==> src/rtl/cb_pkg.sv <==
package cb_pkg;
  typedef enum logic [2:0] {
    OP_CB_READ  = 3'd0,
    OP_BUF_OUT  = 3'd1,
    OP_BYTE_OUT = 3'd2,
    OP_BYTE_IN  = 3'd3,
    OP_CB_PROG  = 3'd4
  } op_e;

  typedef enum logic [3:0] {
    S_IDLE, S_RD_CMD, S_RD_WAIT, S_OUT_CMD, S_STREAM, S_ERR,
    S_FETCH_CMD, S_FETCH_DATA, S_PATCH_CMD, S_PROG_CMD, S_PROG_WAIT
  } st_e;
endpackage

==> src/rtl/cb_beat_counter.sv <==
module cb_beat_counter #(
  parameter int TOTAL = 8832
) (
  input  logic clk,
  input  logic rst_n,
  input  logic clr,
  input  logic step,
  output logic last
);
  localparam int CW = (TOTAL > 1) ? $clog2(TOTAL) : 1;
  localparam logic [CW-1:0] LAST_IDX = CW'(TOTAL - 1);

  logic [CW-1:0] cnt_q;

  always_ff @(posedge clk or negedge rst_n) begin
    if (!rst_n)                  cnt_q <= '0;
    else if (clr)                cnt_q <= '0;
    else if (step && last)       cnt_q <= '0;
    else if (step)               cnt_q <= cnt_q + 1'b1;
  end

  assign last = (cnt_q == LAST_IDX);
endmodule

==> src/rtl/cb_err_tracker.sv <==
module cb_err_tracker #(
  parameter int MAX_ERR = 500,
  parameter int COL_W   = 14,
  parameter int BIT_W   = 3
) (
  input  logic             clk,
  input  logic             rst_n,
  input  logic             clr,
  input  logic             take,
  input  logic             empty,
  input  logic             last_in,
  input  logic [COL_W-1:0] byte_in,
  input  logic [BIT_W-1:0] bit_in,
  output logic [COL_W-1:0] loc_col,
  output logic [BIT_W-1:0] loc_bit,
  output logic             over_now,
  output logic             over_q,
  output logic             final_q
);
  localparam int CNT_W = $clog2(MAX_ERR + 1);
  localparam logic [CNT_W-1:0] LIMIT = CNT_W'(MAX_ERR);

  logic [CNT_W-1:0] cnt_q;
  logic             hit;

  assign hit      = take && !empty;
  assign over_now = over_q || (hit && (cnt_q == LIMIT));

  always_ff @(posedge clk or negedge rst_n) begin
    if (!rst_n) begin
      cnt_q   <= '0;
      over_q  <= 1'b0;
      final_q <= 1'b0;
      loc_col <= '0;
      loc_bit <= '0;
    end else if (clr) begin
      cnt_q   <= '0;
      over_q  <= 1'b0;
      final_q <= 1'b0;
    end else if (take) begin
      final_q <= last_in;
      if (hit) begin
        if (over_now) begin
          over_q <= 1'b1;
        end else begin
          cnt_q   <= cnt_q + 1'b1;
          loc_col <= byte_in;
          loc_bit <= bit_in;
        end
      end
    end
  end

  // the limit flag is only ever raised once the count has reached the limit
  assert_over_at_limit_R6: assert property (@(posedge clk) disable iff (!rst_n)
    over_q |-> (cnt_q == LIMIT));
endmodule

==> src/rtl/cb_bit_flip.sv <==
module cb_bit_flip #(
  parameter int DATA_W = 8,
  parameter int BIT_W  = 3
) (
  input  logic [DATA_W-1:0] din,
  input  logic [BIT_W-1:0]  sel,
  output logic [DATA_W-1:0] dout
);
  for (genvar i = 0; i < DATA_W; i++) begin : g_bit
    localparam logic [BIT_W-1:0] IDX = BIT_W'(i);
    assign dout[i] = din[i] ^ (sel == IDX);
  end
endmodule

==> src/rtl/cb_sequencer.sv <==
module cb_sequencer
  import cb_pkg::*;
#(
  parameter int PAGE_BYTES  = 8192,
  parameter int SPARE_BYTES = 640,
  parameter int MAX_ERR     = 500,
  parameter int ROW_W       = 24,
  parameter int DATA_W      = 8,
  localparam int TOTAL      = PAGE_BYTES + SPARE_BYTES,
  localparam int COL_W      = $clog2(TOTAL),
  localparam int BIT_W      = $clog2(DATA_W)
) (
  input  logic              clk,
  input  logic              rst_n,
  input  logic              start,
  input  logic              ext_copy,
  input  logic [ROW_W-1:0]  src_row,
  input  logic [ROW_W-1:0]  dst_row,
  output logic              cmd_valid,
  input  logic              cmd_ready,
  output logic [2:0]        cmd_op,
  output logic [ROW_W-1:0]  cmd_row,
  output logic [COL_W-1:0]  cmd_col,
  output logic [DATA_W-1:0] cmd_data,
  input  logic              rb_ready,
  input  logic              rd_valid,
  output logic              rd_ready,
  input  logic [DATA_W-1:0] rd_data,
  output logic              chk_valid,
  input  logic              chk_ready,
  output logic [DATA_W-1:0] chk_data,
  output logic              chk_last,
  input  logic              err_valid,
  output logic              err_ready,
  input  logic [COL_W-1:0]  err_byte,
  input  logic [BIT_W-1:0]  err_bit,
  input  logic              err_empty,
  input  logic              err_last,
  output logic              done,
  output logic              uncorr,
  output logic              fallback
);
  st_e               state_q;
  logic [ROW_W-1:0]  src_q, dst_q;
  logic [DATA_W-1:0] orig_q, patched;
  logic              beat_last, begin_move, cmd_fire, rd_fire, err_fire, stream_step;
  logic [COL_W-1:0]  loc_col;
  logic [BIT_W-1:0]  loc_bit;
  logic              over_now, over_q, final_q;
  logic              done_q, uncorr_q, fb_q;
  op_e               op;

  assign begin_move  = (state_q == S_IDLE) && start && !ext_copy;
  assign cmd_fire    = cmd_valid && cmd_ready;
  assign rd_fire     = rd_valid && rd_ready;
  assign err_fire    = err_valid && err_ready;
  assign stream_step = (state_q == S_STREAM) && rd_valid && chk_ready;

  cb_beat_counter #(.TOTAL(TOTAL)) u_beats (
    .clk(clk), .rst_n(rst_n), .clr(begin_move), .step(stream_step), .last(beat_last)
  );

  cb_err_tracker #(.MAX_ERR(MAX_ERR), .COL_W(COL_W), .BIT_W(BIT_W)) u_errs (
    .clk(clk), .rst_n(rst_n), .clr(begin_move), .take(err_fire),
    .empty(err_empty), .last_in(err_last), .byte_in(err_byte), .bit_in(err_bit),
    .loc_col(loc_col), .loc_bit(loc_bit), .over_now(over_now),
    .over_q(over_q), .final_q(final_q)
  );

  cb_bit_flip #(.DATA_W(DATA_W), .BIT_W(BIT_W)) u_flip (
    .din(orig_q), .sel(loc_bit), .dout(patched)
  );

  // stream relay and handshakes
  assign chk_valid = (state_q == S_STREAM) && rd_valid;
  assign chk_data  = rd_data;
  assign chk_last  = chk_valid && beat_last;
  assign rd_ready  = ((state_q == S_STREAM) && chk_ready) || (state_q == S_FETCH_DATA);
  assign err_ready = (state_q == S_ERR);

  // command mux
  always_comb begin
    cmd_valid = 1'b0;
    op        = OP_CB_READ;
    cmd_row   = src_q;
    cmd_col   = '0;
    cmd_data  = '0;
    unique case (state_q)
      S_RD_CMD:    begin cmd_valid = 1'b1; op = OP_CB_READ; end
      S_OUT_CMD:   begin cmd_valid = 1'b1; op = OP_BUF_OUT; end
      S_FETCH_CMD: begin cmd_valid = 1'b1; op = OP_BYTE_OUT; cmd_col = loc_col; end
      S_PATCH_CMD: begin
        cmd_valid = 1'b1; op = OP_BYTE_IN; cmd_col = loc_col; cmd_data = patched;
      end
      S_PROG_CMD:  begin cmd_valid = 1'b1; op = OP_CB_PROG; cmd_row = dst_q; end
      default: ;
    endcase
  end
  assign cmd_op = op;

  // sequencing
  always_ff @(posedge clk or negedge rst_n) begin
    if (!rst_n) begin
      state_q  <= S_IDLE;
      src_q    <= '0;
      dst_q    <= '0;
      orig_q   <= '0;
      done_q   <= 1'b0;
      uncorr_q <= 1'b0;
      fb_q     <= 1'b0;
    end else begin
      done_q   <= 1'b0;
      uncorr_q <= 1'b0;
      fb_q     <= 1'b0;
      unique case (state_q)
        S_IDLE: if (start) begin
          if (ext_copy) fb_q <= 1'b1;
          else begin
            src_q   <= src_row;
            dst_q   <= dst_row;
            state_q <= S_RD_CMD;
          end
        end
        S_RD_CMD:     if (cmd_fire) state_q <= S_RD_WAIT;
        S_RD_WAIT:    if (rb_ready) state_q <= S_OUT_CMD;
        S_OUT_CMD:    if (cmd_fire) state_q <= S_STREAM;
        S_STREAM:     if (stream_step && beat_last) state_q <= S_ERR;
        S_ERR: if (err_fire) begin
          if (over_now) begin
            if (err_last) begin
              uncorr_q <= 1'b1;
              state_q  <= S_IDLE;
            end
          end else if (!err_empty) state_q <= S_FETCH_CMD;
          else if (err_last)       state_q <= S_PROG_CMD;
        end
        S_FETCH_CMD:  if (cmd_fire) state_q <= S_FETCH_DATA;
        S_FETCH_DATA: if (rd_fire) begin
          orig_q  <= rd_data;
          state_q <= S_PATCH_CMD;
        end
        S_PATCH_CMD:  if (cmd_fire) state_q <= final_q ? S_PROG_CMD : S_ERR;
        S_PROG_CMD:   if (cmd_fire) state_q <= S_PROG_WAIT;
        S_PROG_WAIT:  if (rb_ready) begin
          done_q  <= 1'b1;
          state_q <= S_IDLE;
        end
        default: state_q <= S_IDLE;
      endcase
    end
  end

  assign done     = done_q;
  assign uncorr   = uncorr_q;
  assign fallback = fb_q;

  // a stalled command holds its payload
  assert_cmd_hold_R10: assert property (@(posedge clk) disable iff (!rst_n)
    (cmd_valid && !cmd_ready) |=> (cmd_valid && $stable({cmd_op, cmd_row, cmd_col, cmd_data})));

  // status pulses last one cycle and never coincide
  assert_done_pulse_R9: assert property (@(posedge clk) disable iff (!rst_n)
    done |=> !done);
  assert_one_status_R9: assert property (@(posedge clk) disable iff (!rst_n)
    $countones({done, uncorr, fallback}) <= 1);

  // an over-limit page is never programmed
  assert_no_prog_over_R6: assert property (@(posedge clk) disable iff (!rst_n)
    over_q |-> !(cmd_valid && (cmd_op == OP_CB_PROG)));

  // a patch differs from the fetched byte in exactly one bit
  assert_single_flip_R4: assert property (@(posedge clk) disable iff (!rst_n)
    (cmd_valid && (cmd_op == OP_BYTE_IN)) |-> ($countones(cmd_data ^ orig_q) == 1));

  // buffer readout is only requested when the device is ready
  assert_ready_before_out_R11: assert property (@(posedge clk) disable iff (!rst_n)
    $rose(cmd_valid && (cmd_op == OP_BUF_OUT)) |-> $past(rb_ready));
endmodule

==> config.mk <==
export PLATFORM = sky130hd
export DESIGN_NAME = cb_sequencer
export DESIGN_NICKNAME = d
export VERILOG_FILES = /design/src/rtl/cb_pkg.sv /design/src/rtl/cb_beat_counter.sv /design/src/rtl/cb_err_tracker.sv /design/src/rtl/cb_bit_flip.sv /design/src/rtl/cb_sequencer.sv
export SDC_FILE = /design/constraint.sdc
export NUM_CORES = 1
export LEC_CHECK = 0
export BUFFER_PORTS_ARGS = -buffer_cell sky130_fd_sc_hd__buf_2
export CAP_MARGIN = 20
export CORE_ASPECT_RATIO = 1.5
export CORE_MARGIN = 10
export CORE_UTILIZATION = 48
export CTS_CLUSTER_DIAMETER = 100
export DETAILED_ROUTE_END_ITERATION = 16
export PLACE_DENSITY = 0.77
export SKIP_LAST_GASP = 1
export SYNTH_ARGS = -nofsm -noshare
export SYNTH_HDL_FRONTEND = slang
export SYNTH_HIERARCHICAL = 1
export SYNTH_SLANG_ARGS = --single-unit
export TNS_END_PERCENT = 10
==> constraint.sdc <==
create_clock -name clk -period 2.1 [get_ports clk]
set_input_delay 0.21 -clock clk [delete_from_list [all_inputs] [get_ports clk]]
set_output_delay 0.21 -clock clk [all_outputs]
set_load 0.02 [all_outputs]
==> impl_results.md <==
- Status: finished with violations
- Failing checks: negative setup slack
- CTS Buffer Depth: 2
- Final Hold Slack: 0.0482 ns
- CTS sink cnt: 105
- Gr usage total: 0.187
- DRT Pass-1 Iters: 4
- Setup crit end kind: output pin
- RSZ-0062 raised after global routing: yes
- Port buffer count: 148
- Tcrit/Tclk final: 1.07
- Setup TNS: -4.35 ns
- Die Ht: 150 um
- CTS tree: built
- Compound-Gate Fraction of Synth Area: 0.0798
- CP Data Required Time: 1.89 ns
- Final Hold Viols: 0
- Detailed Place HPWL: 10900 um
- Max frequency: 0.445 GHz
- Initial antenna violation count: 2
- Synthesis-stage register bit count: 105
- Share of post-route cells with drive strength above 1: 0.402
- Worst Hold Class: in2reg
- Global route overflow: 0
- Antenna Violating Nets Remaining: 0
- Post-synth top flop: dfrtp_1
- Post-synth EDFFs: 0
- Synth top area cells: dfrtp_1 48%, nand2_1 11%, mux2_1 6.0%
- Worst EP arrival: 2.04 ns
- Synth Cell Area: 5420 um^2
- Leak Pwr: 3.74 nW
- Max rail drop VDD: 0.000644 V
- Total wire length: 15000 um
- Layout Area Growth over Synthesis: 35.5%
- Worst reg2reg setup slack: -0.10 ns
- CP startpoint kind: flip-flop
- H-tree depth: 3
- Min Tclk post-route: 2.25 ns
- Core Box Area: 11100 um^2
- Max-slew violations: 0
- Slew Limit Headroom: 0.561
- Clock Skew: 0.00649 ns
- Max-cap violations: 0
- Cell Rows: 47
- Post-Syn Nets: 639
- Yosys warning total: 6
- Adder-cell share of the synthesized area: 0.00692
- Seq/Total Area, Yosys: 0.485
- DRC Markers: 0
- Number of placed instances, taps included: 869
- Largest net degree at the start of global routing: 51
- Latest clock arrival within the worst-skew pair: 0.35 ns
- Vias in the first global route: 5090
- Worst-Margin Slew: 0.658 ns
- Mapped Avg Cell Area: 9.82 um^2
- Non-Filler Instances: 897
- Finished Cell Area: 7350 um^2
- Simple-gate area share of the yosys netlist: 0.241
- Pwr/cell area: 1190 nW/um^2
- Synth area leader: dfrtp_1
- Clk root buf: clkbuf_16
- Die area: 16000 um^2
- TritonCTS buffer count: 9
- Multiplexer share of the synthesized area: 0.120
- Io pins: 149
- Initial DRC Count: 170
- Cells after Synth: 552
- Die Span X: 107 um
- Initial Utilization: 0.490
- Yosys cell types: 65
- WL/cell: 16.7 um
- Via density: 5.23
- Routability cong.: 0.873
- Largest family of logic cells by synthesized area: simple AND/OR/NAND/NOR gates
- Async SR Flop Fraction: 1.00
- DP Worst Slack: -0.146 ns
- Final nets: 831
- Reg clk slew, reported paths: 0.08 ns
- Critical path class: reg2out
- Largest fanout on the critical path: 6
- Yosys top cell area share: 0.485
- Synth Area in XOR/XNOR: 0.0258
- Setup slack after layout: -0.148 ns
- Via count: 4694
- Final setup fails: 60
- Post-Place Cell Area: 6630 um^2
- First-pass GRT wire length: 24600 um
## final timing paths
path,from,endpoint,cells after the start
setup / recovery,state_q[2]$_DFFE_PN0P_,cmd_row[21],8
hold / removal,src_row[7],src_q[7]$_DFFE_PN0P_,3
setup reg to reg,u_beats/cnt_q[11]$_DFFE_PN0P_,state_q[3]$_DFFE_PN0P_,8
hold reg to reg,dst_q[22]$_DFFE_PN0P_,dst_q[22]$_DFFE_PN0P_,2
max in group asynchronous,rst_n,dst_q[5]$_DFFE_PN0P_,3
min in group asynchronous,rst_n,u_beats/cnt_q[13]$_DFFE_PN0P_,2
## flip-flops by register name (all words and copies together) (netlist names)
signal and cells:
state_q 4, uncorr 1, fallback 1, u_errs/cnt_q 9
u_errs/loc_bit 3, src_q 24, u_beats/cnt_q 14, done 1
u_errs/loc_col 14, u_errs/final_q 1, u_errs/over_q 1, orig_q 8
dst_q 24
## through the flow
step | total power [mW] | util
final | 8.78 | 0.665
after global routing | 9.35 | 0.665
after floorplan | 5.41 | -
after CTS | 8.77 | 0.659
after detailed placement | 6.53 | 0.599
after global placement | 6.38 | 0.599
## report_power, final
part           internal (mW)  switching [mW]
combinational           1.98            1.94
sequential              2.77           0.472
clock                  0.828           0.794
total                   5.58            3.20
## cells in the mapped netlist (all sizes together), types with 2 or more instances
master,count
a211oi,2
a21oi,11
a22oi,2
a41o,2
and2,27
and3,5
and4,2
and4b,2
buf,24
clkbuf,7
dfrtp,105
ha,3
inv,10
mux2,55
mux2i,2
nand2,160
nand2b,4
nand3,7
nand3b,6
nand4,6
nand4b,2
nor2,25
nor2b,5
nor3,6
nor3b,4
nor4,3
o2111ai,2
o211ai,2
o21a,2
o21ai,10
o21bai,3
o22ai,2
o31ai,8
o41ai,2
or3,2
or4,5
xnor2,8
xor2,8
## final cells by class
cell class / instances / area (um^2)
fillers: 911 / 3710
clock buffers: 9 / 225
well taps: 147 / 184
inverters: 10 / 37.5
repair buffers: 212 / 1490
multi-input cells: 406 / 2730
diodes: 1 / 2.50
flip-flops and latches: 105 / 2630
clock inverters: 7 / 60.1
## cell families (layout without fill, tap and decap cells)
logic type               after synthesis  in the layout
multiplexers                          57             57
AO/OA/AOI/OAI                         55             55
other                                  0              1
AND/OR/NAND/NOR                      275            275
buffers and inverters                 41            238
flip-flops                           105            105
adder cells (fa/ha/maj)                3              3
XOR/XNOR                              16             16
## routing by layer
layer | track usage | share of wire | up-vias
met4 | 0.0815 | 0.026 | 2
met3 | 0.0548 | 0.066 | 29
met1 | 0.196 | 0.37 | 2256
met5 | 0 | 0.0012 | -
met2 | 0.338 | 0.54 | 148
li1 | - | - | 2259
## repair_timing
item	CTS	global route
endpoints found under the hold margin	48	0
cloned	3	0
pin swaps	2	10
endpoints found under the setup margin	50	77
hold buffers	1	0
buffers inserted	5	3
resized for setup	75	11
## cell usage in the layout (no fill, tap or decap), types with 3 or more instances in the layout
| cell type | Yosys | final |
|---|---|---|
| a21oi_1 | 11 | 11 |
| and2_1 | 27 | 25 |
| and3_1 | 5 | 3 |
| buf_12 | 0 | 5 |
| buf_16 | 0 | 3 |
| buf_2 | 8 | 126 |
| buf_4 | 13 | 54 |
| buf_6 | 2 | 23 |
| clkbuf_16 | 0 | 9 |
| dfrtp_1 | 105 | 105 |
| inv_1 | 9 | 9 |
| mux2_1 | 29 | 13 |
| mux2_2 | 23 | 18 |
| mux2_4 | 3 | 24 |
| nand2_1 | 160 | 158 |
| nand3_1 | 7 | 7 |
| nand3b_1 | 6 | 6 |
| nand4_1 | 6 | 6 |
| nor2_1 | 24 | 21 |
| nor2_2 | 1 | 3 |
| nor2b_1 | 5 | 4 |
| nor3_1 | 6 | 5 |
| nor3b_1 | 3 | 3 |
| o21ai_0 | 9 | 8 |
| o31ai_1 | 8 | 8 |
| or4_1 | 4 | 4 |
| xnor2_1 | 8 | 8 |
| xor2_1 | 8 | 8 |
## critical path, cell delays in order (launching register included)
cell,delay [ns]
dfrtp_1,0.39
buf_6,0.13
nand2b_4,0.15
nor2_4,0.11
and2_4,0.22
buf_12,0.13
buf_16,0.12
mux2_4,0.31
buf_6,0.13
Note: power is estimated with default switching activity, not from simulation.
